[config.mk]
export PLATFORM = sky130hd
export DESIGN_NAME = pic_ctrl
export DESIGN_NICKNAME = d
export VERILOG_FILES = /design/src/rtl/pic_pkg.sv /design/src/rtl/pic_src_cell.sv /design/src/rtl/pic_crit_pick.sv /design/src/rtl/pic_ctrl.sv
export SDC_FILE = /design/constraint.sdc
export NUM_CORES = 1
export LEC_CHECK = 0
export ABC_CLOCK_PERIOD_IN_PS = 60200
export CAP_MARGIN = 10
export CORE_MARGIN = 2
export CORE_UTILIZATION = 32
export DETAILED_ROUTE_END_ITERATION = 7
export PLACE_DENSITY_LB_ADDON = 0.12
export SLEW_MARGIN = 15
export SYNTH_ARGS = -nofsm -noshare
export SYNTH_HDL_FRONTEND = slang
export SYNTH_SLANG_ARGS = --single-unit
[constraint.sdc]
create_clock -name clk -period 60.2 [get_ports clk]
set_clock_uncertainty 0.05 [all_clocks]
set_input_delay 12.04 -clock clk [delete_from_list [all_inputs] [get_ports clk]]
set_output_delay 12.04 -clock clk [all_outputs]
set_load 0.005 [all_outputs]
[src/rtl/pic_pkg.sv]
package pic_pkg;
    // Register addresses used by the configuration port
    localparam int unsigned A_ENABLE = 0;
    localparam int unsigned A_STATUS = 1;
    localparam int unsigned A_INVERT = 2;
    localparam int unsigned A_EDGE   = 3;
    localparam int unsigned A_CRIT   = 4;
    localparam int unsigned A_VBASE  = 5;
    localparam int unsigned A_VSTEP  = 6;
    localparam int unsigned A_PRIO0  = 8;
endpackage

[src/rtl/pic_src_cell.sv]
// One interrupt source: optional synchronizer, polarity, edge/level capture.
module pic_src_cell #(
    parameter int SYNC_STAGES = 2
) (
    input  logic clk,
    input  logic rst_n,
    input  logic raw,
    input  logic invert,
    input  logic edge_mode,
    input  logic clr,
    output logic status
);
    logic synced;
    logic norm;
    logic prev_q;
    logic rise;

    generate
        if (SYNC_STAGES > 0) begin : g_sync
            logic [SYNC_STAGES-1:0] chain_q;
            always_ff @(posedge clk or negedge rst_n) begin
                if (!rst_n) begin
                    chain_q <= '0;
                end else begin
                    chain_q[0] <= raw;
                    for (int k = 1; k < SYNC_STAGES; k++) begin
                        chain_q[k] <= chain_q[k-1];
                    end
                end
            end
            assign synced = chain_q[SYNC_STAGES-1];
        end else begin : g_direct
            assign synced = raw;
        end
    endgenerate

    assign norm = synced ^ invert;
    assign rise = norm & ~prev_q;

    always_ff @(posedge clk or negedge rst_n) begin
        if (!rst_n) begin
            prev_q <= 1'b0;
            status <= 1'b0;
        end else begin
            prev_q <= norm;
            if (edge_mode) begin
                status <= rise | (status & ~clr);
            end else begin
                status <= norm;
            end
        end
    end
endmodule

[src/rtl/pic_crit_pick.sv]
// Picks the most urgent critical source and forms its vector address.
module pic_crit_pick #(
    parameter int N      = 17,
    parameter int PRIO_W = 5,
    parameter int STEP_W = 3,
    parameter int VEC_W  = 32
) (
    input  logic [N-1:0]      cand,
    input  logic [PRIO_W-1:0] prio [N],
    input  logic [VEC_W-1:0]  base,
    input  logic [STEP_W-1:0] step,
    output logic [VEC_W-1:0]  vector,
    output logic              valid
);
    localparam int IDX_W = $clog2(N);

    logic [IDX_W-1:0]  win_idx;
    logic [PRIO_W-1:0] best;

    always_comb begin
        valid   = 1'b0;
        best    = '0;
        win_idx = '0;
        // strict compare keeps the lowest index among equal priorities
        for (int i = 0; i < N; i++) begin
            if (cand[i] && (!valid || prio[i] < best)) begin
                valid   = 1'b1;
                best    = prio[i];
                win_idx = IDX_W'(i);
            end
        end
        vector = valid ? (base + (VEC_W'(win_idx) << step)) : '0;
    end
endmodule

[src/rtl/pic_ctrl.sv]
module pic_ctrl
    import pic_pkg::*;
#(
    parameter int N_EXT       = 7,
    parameter int N_INT       = 10,
    parameter int SYNC_STAGES = 2,
    parameter int PRIO_W      = 5,
    parameter int STEP_W      = 3,
    parameter int VEC_W       = 32,
    parameter int ADDR_W      = 5,
    parameter int DATA_W      = 32
) (
    input  logic              clk,
    input  logic              rst_n,
    input  logic [N_EXT-1:0]  ext_irq,
    input  logic [N_INT-1:0]  int_irq,
    input  logic              reg_wr,
    input  logic [ADDR_W-1:0] reg_addr,
    input  logic [DATA_W-1:0] reg_wdata,
    output logic [DATA_W-1:0] reg_rdata,
    output logic              crit_req,
    output logic              noncrit_req,
    output logic [VEC_W-1:0]  crit_vector,
    output logic              crit_valid
);
    localparam int N = N_EXT + N_INT;

    logic [N-1:0]      enable_q, invert_q, edge_q, crit_q;
    logic [N-1:0]      status_q;
    logic [N-1:0]      raw_in;
    logic [N-1:0]      clr_mask;
    logic [N-1:0]      live;
    logic [PRIO_W-1:0] prio_q [N];
    logic [VEC_W-1:0]  vbase_q;
    logic [STEP_W-1:0] vstep_q;

    function automatic logic hit(input logic [ADDR_W-1:0] a, input int unsigned r);
        return a == ADDR_W'(r);
    endfunction

    assign raw_in   = {int_irq, ext_irq};
    assign clr_mask = (reg_wr && hit(reg_addr, A_STATUS)) ? reg_wdata[N-1:0] : '0;

    // configuration registers
    always_ff @(posedge clk or negedge rst_n) begin
        if (!rst_n) begin
            enable_q <= '0;
            invert_q <= '0;
            edge_q   <= '0;
            crit_q   <= '0;
            vbase_q  <= '0;
            vstep_q  <= '0;
            for (int i = 0; i < N; i++) prio_q[i] <= '0;
        end else if (reg_wr) begin
            if (hit(reg_addr, A_ENABLE)) enable_q <= reg_wdata[N-1:0];
            if (hit(reg_addr, A_INVERT)) invert_q <= reg_wdata[N-1:0];
            if (hit(reg_addr, A_EDGE))   edge_q   <= reg_wdata[N-1:0];
            if (hit(reg_addr, A_CRIT))   crit_q   <= reg_wdata[N-1:0];
            if (hit(reg_addr, A_VBASE))  vbase_q  <= reg_wdata[VEC_W-1:0];
            if (hit(reg_addr, A_VSTEP))  vstep_q  <= reg_wdata[STEP_W-1:0];
            for (int i = 0; i < N; i++) begin
                if (hit(reg_addr, A_PRIO0 + i)) prio_q[i] <= reg_wdata[PRIO_W-1:0];
            end
        end
    end

    // per-source capture cells; only pin lines get the synchronizer
    generate
        for (genvar g = 0; g < N; g++) begin : g_src
            pic_src_cell #(
                .SYNC_STAGES((g < N_EXT) ? SYNC_STAGES : 0)
            ) u_cell (
                .clk       (clk),
                .rst_n     (rst_n),
                .raw       (raw_in[g]),
                .invert    (invert_q[g]),
                .edge_mode (edge_q[g]),
                .clr       (clr_mask[g]),
                .status    (status_q[g])
            );
        end
    endgenerate

    assign live        = status_q & enable_q;
    assign crit_req    = |(live & crit_q);
    assign noncrit_req = |(live & ~crit_q);

    pic_crit_pick #(
        .N      (N),
        .PRIO_W (PRIO_W),
        .STEP_W (STEP_W),
        .VEC_W  (VEC_W)
    ) u_pick (
        .cand   (live & crit_q),
        .prio   (prio_q),
        .base   (vbase_q),
        .step   (vstep_q),
        .vector (crit_vector),
        .valid  (crit_valid)
    );

    // read mux
    always_comb begin
        reg_rdata = '0;
        if (hit(reg_addr, A_ENABLE)) reg_rdata = DATA_W'(enable_q);
        if (hit(reg_addr, A_STATUS)) reg_rdata = DATA_W'(status_q);
        if (hit(reg_addr, A_INVERT)) reg_rdata = DATA_W'(invert_q);
        if (hit(reg_addr, A_EDGE))   reg_rdata = DATA_W'(edge_q);
        if (hit(reg_addr, A_CRIT))   reg_rdata = DATA_W'(crit_q);
        if (hit(reg_addr, A_VBASE))  reg_rdata = DATA_W'(vbase_q);
        if (hit(reg_addr, A_VSTEP))  reg_rdata = DATA_W'(vstep_q);
        for (int i = 0; i < N; i++) begin
            if (hit(reg_addr, A_PRIO0 + i)) reg_rdata = DATA_W'(prio_q[i]);
        end
    end
endmodule

==> impl_metrics.ini <==
[sta]
tns_ns = 0
finalMaxSlewViolations = 0
tightest_slew_ns = 1.04
post-route-period-util = 0.703
fmax_ghz = 0.0236
period_needed_ns = 42.31
setup_viol = 0
hold_violations = 0
hold_slack_ns = 0.297
setup_ws_ns = 17.89
rsz0062_at_grt = no
maxSlewHeadroom = 0.302

[critical_path]
crit_family = compound AO/OA/AOI/OAI gates
cp.arrival_ns = 30.22
timing.rr.start = prio_q[51]$_DFFE_PN0P_
worst_path_most_repeated_cell = ha_1
worstPathMaxFanout = 12
reg2reg_to = prio_q[51]$_DFFE_PN0P_
critPathKind = reg2out
rrSetupSlack_ns = 59.19
worstPathRequired_ns = 48.11
max_stage_delay_ns = 0.81
crit_buf_inv = 13
ff2ff_path_depth = 1
crit_path_end_kind = output port
cpMaxStageDelayCell = o31ai_2
critPathLaunchType = register

[synthesis]
ys.warnings.count = 0
synth_top_area_share = 0.385
ys_types = 102
syn_nets = 1652
synth_seq_cells = 236
syn_area_per_cell_sq_um = 9.98
synth_edf_count = 0
async_flop_share = 1.00
yosysTopAreaCell = dfrtp_1
yosysSeqAreaShare = 0.385
postSynthCellCount = 1535
dominantRegCellSynth = dfrtp_1
netlist_area_sq_um = 15300
synth_area_leaders = dfrtp_1 (39%), mux2_2 (14%), ha_1 (4.8%)

[run]
max_cap_violations = 0

[global_route]
antenna_found_initial = 0
gr-usage-all-layers = 0.202
overflow = 0
grt_pass1_wl_um = 78100
first_global_vias = 12765
grt_max_degree = 120

[clocking]
cts_buffers = 30
post_cts_resize_count = 0
cts.path.max_buffers = 3
worstSkewPairLatency_ns = 0.57
cts_root_buf = clkbuf_16
cts_sinks = 236
clkTransAtPathRegs_ns = 0.06
cts_tree = done
post_cts_buffers = 0
htreeDepth = 1
holdBufCountCts = 0

[layout]
fin_nets = 1767
n_antenna_cell = 0
postLayoutCoreUtil = 0.383
final_cell_mix = dfrtp_1 (236), mux2_2 (189), nand2_1 (163)
syn2layout_area_growth_pct = 18.7
layout-drive-gt1-share = 0.189
fillCellCount = 4693
final_common_cell = dfrtp_1

[routing]
drc = 0
final_antenna_net_count = 0
routed_wl_um = 50300
drt_first_pass_iters = 5
post_drt_wl_per_cell_um = 22.0
vias_per_cell = 5.55
num_vias = 12673
drt_iter0_drc = 849

[die]
dieHeight_um = 223
coreArea_sq_um = 47500
pin_count = 124
rows = 80
die_width_um = 223
dieArea_sq_um = 49700
start_util = 0.322

[placed_design]
dp_worst_setup_slack_ns = 18.72
io_buffers = 123
hpwlAfterDp_um = 36600
place_congestion = 0.860

[pwr]
p_switching_mw = 0.257
switching_share = 0.379
p_per_area_nw_per_um2 = 37.3
clkPwrFrac = 0.264
p_int_mw = 0.421
p_leak_nw = 7.67
p_comb_frac = 0.393
pwr-share-seq = 0.343
ir_drop_mv = 0.0203

[run_status]
outcome = completed

[worst_hold_path]
hold_start = g_src[5].u_cell.g_sync.chain_q[0]$_DFF_PN0_
hold_path.class = reg2reg
hold_depth = 0
min_to = g_src[5].u_cell.g_sync.chain_q[1]$_DFF_PN0_
area by class of cell:
type	count	area [sq um]	share of cell area
multi-input cells	1178	8950	0.492
clock inverters	7	92.6	0.00509
inverters	64	240	0.0132
repair buffers	140	1360	0.0747
flip-flops and latches	236	5910	0.325
clock buffers	45	878	0.0483
well taps	615	769	0.0423
sequential cells by signal, summed over array words and instances (netlist names):
| register | flops |
|---|---|
| g_src.u_cell.prev_q | 17 |
| g_src.u_cell.g_sync.chain_q | 14 |
| edge_q | 17 |
| enable_q | 17 |
| prio_q | 85 |
| invert_q | 17 |
| g_src.u_cell.status | 17 |
| vbase_q | 32 |
| vstep_q | 3 |
| crit_q | 17 |
synthesized netlist by cell type, drive strengths merged (5+ instances only):
| cell | number |
|---|---|
| o21ai | 57 |
| inv | 64 |
| a222oi | 5 |
| a21oi | 65 |
| mux4 | 7 |
| and2 | 23 |
| nor2 | 93 |
| mux2 | 196 |
| ha | 59 |
| nand4 | 20 |
| buf | 13 |
| nand2b | 10 |
| a31oi | 17 |
| nand3 | 66 |
| xor2 | 32 |
| a211oi | 12 |
| or3 | 14 |
| nand2 | 164 |
| a22oi | 52 |
| a221oi | 6 |
| or2 | 10 |
| mux2i | 35 |
| a32o | 18 |
| o31a | 5 |
| dfrtp | 236 |
| clkbuf | 44 |
| nor3b | 6 |
| o21bai | 7 |
| o31ai | 7 |
| o211ai | 14 |
| and3 | 15 |
| nor3 | 20 |
| nor2b | 18 |
| a21o | 18 |
| xnor2 | 12 |
| o22ai | 15 |
| o21a | 9 |
kinds of logic after synthesis:
family,share of synthesized area
and+or+nand+nor,0.149
AOI/OAI and AO/OA,0.176
muxes,0.180
DFF,0.385
buffers and inverters,0.0319
adders and majority gates,0.0516
xor gates and xnor gates,0.0251
through the flow:
step	area, sq um	instances	total power [mW]
after floorplan	15300	1535	0.402
after global placement	17200	2233	0.499
after detailed placement	17200	2233	0.500
after CTS	18200	2285	0.683
after global routing	18200	2285	0.726
final	18200	2285	0.678
power groups by stage:
stage | clock, mW | combinational (mW) | sequential (mW)
final | 0.179 | 0.266 | 0.233
after CTS | 0.184 | 0.267 | 0.233
after global placement | 0 | 0.264 | 0.235
after detailed placement | 0 | 0.264 | 0.235
after floorplan | 0 | 0.185 | 0.217
after global routing | 0.192 | 0.296 | 0.238
worst max path at each step:
stage	from	end	cells past startpoint
6_report	crit_q[0]$_DFFE_PN0P_	crit_vector[28]	138
5_1_grt	crit_q[0]$_DFFE_PN0P_	crit_vector[28]	140
4_1_cts	crit_q[0]$_DFFE_PN0P_	crit_vector[28]	138
3_5_place_dp	crit_q[0]$_DFFE_PN0P_	crit_vector[28]	138
3_3_place_gp	g_src[0].u_cell.status$_DFF_PN0_	crit_vector[28]	138
2_1_floorplan	crit_q[0]$_DFFE_PN0P_	crit_vector[21]	144
layer usage:
layer | GRT usage | vias up | wire length, um
met4 | 0.0520 | 0 | 1190
li1 | - | 5937 | -
met2 | 0.329 | 290 | 23200
met5 | 0 | - | 0
met3 | 0.0216 | 60 | 1960
met1 | 0.286 | 6386 | 23900
(Power assumes the default switching activity.)
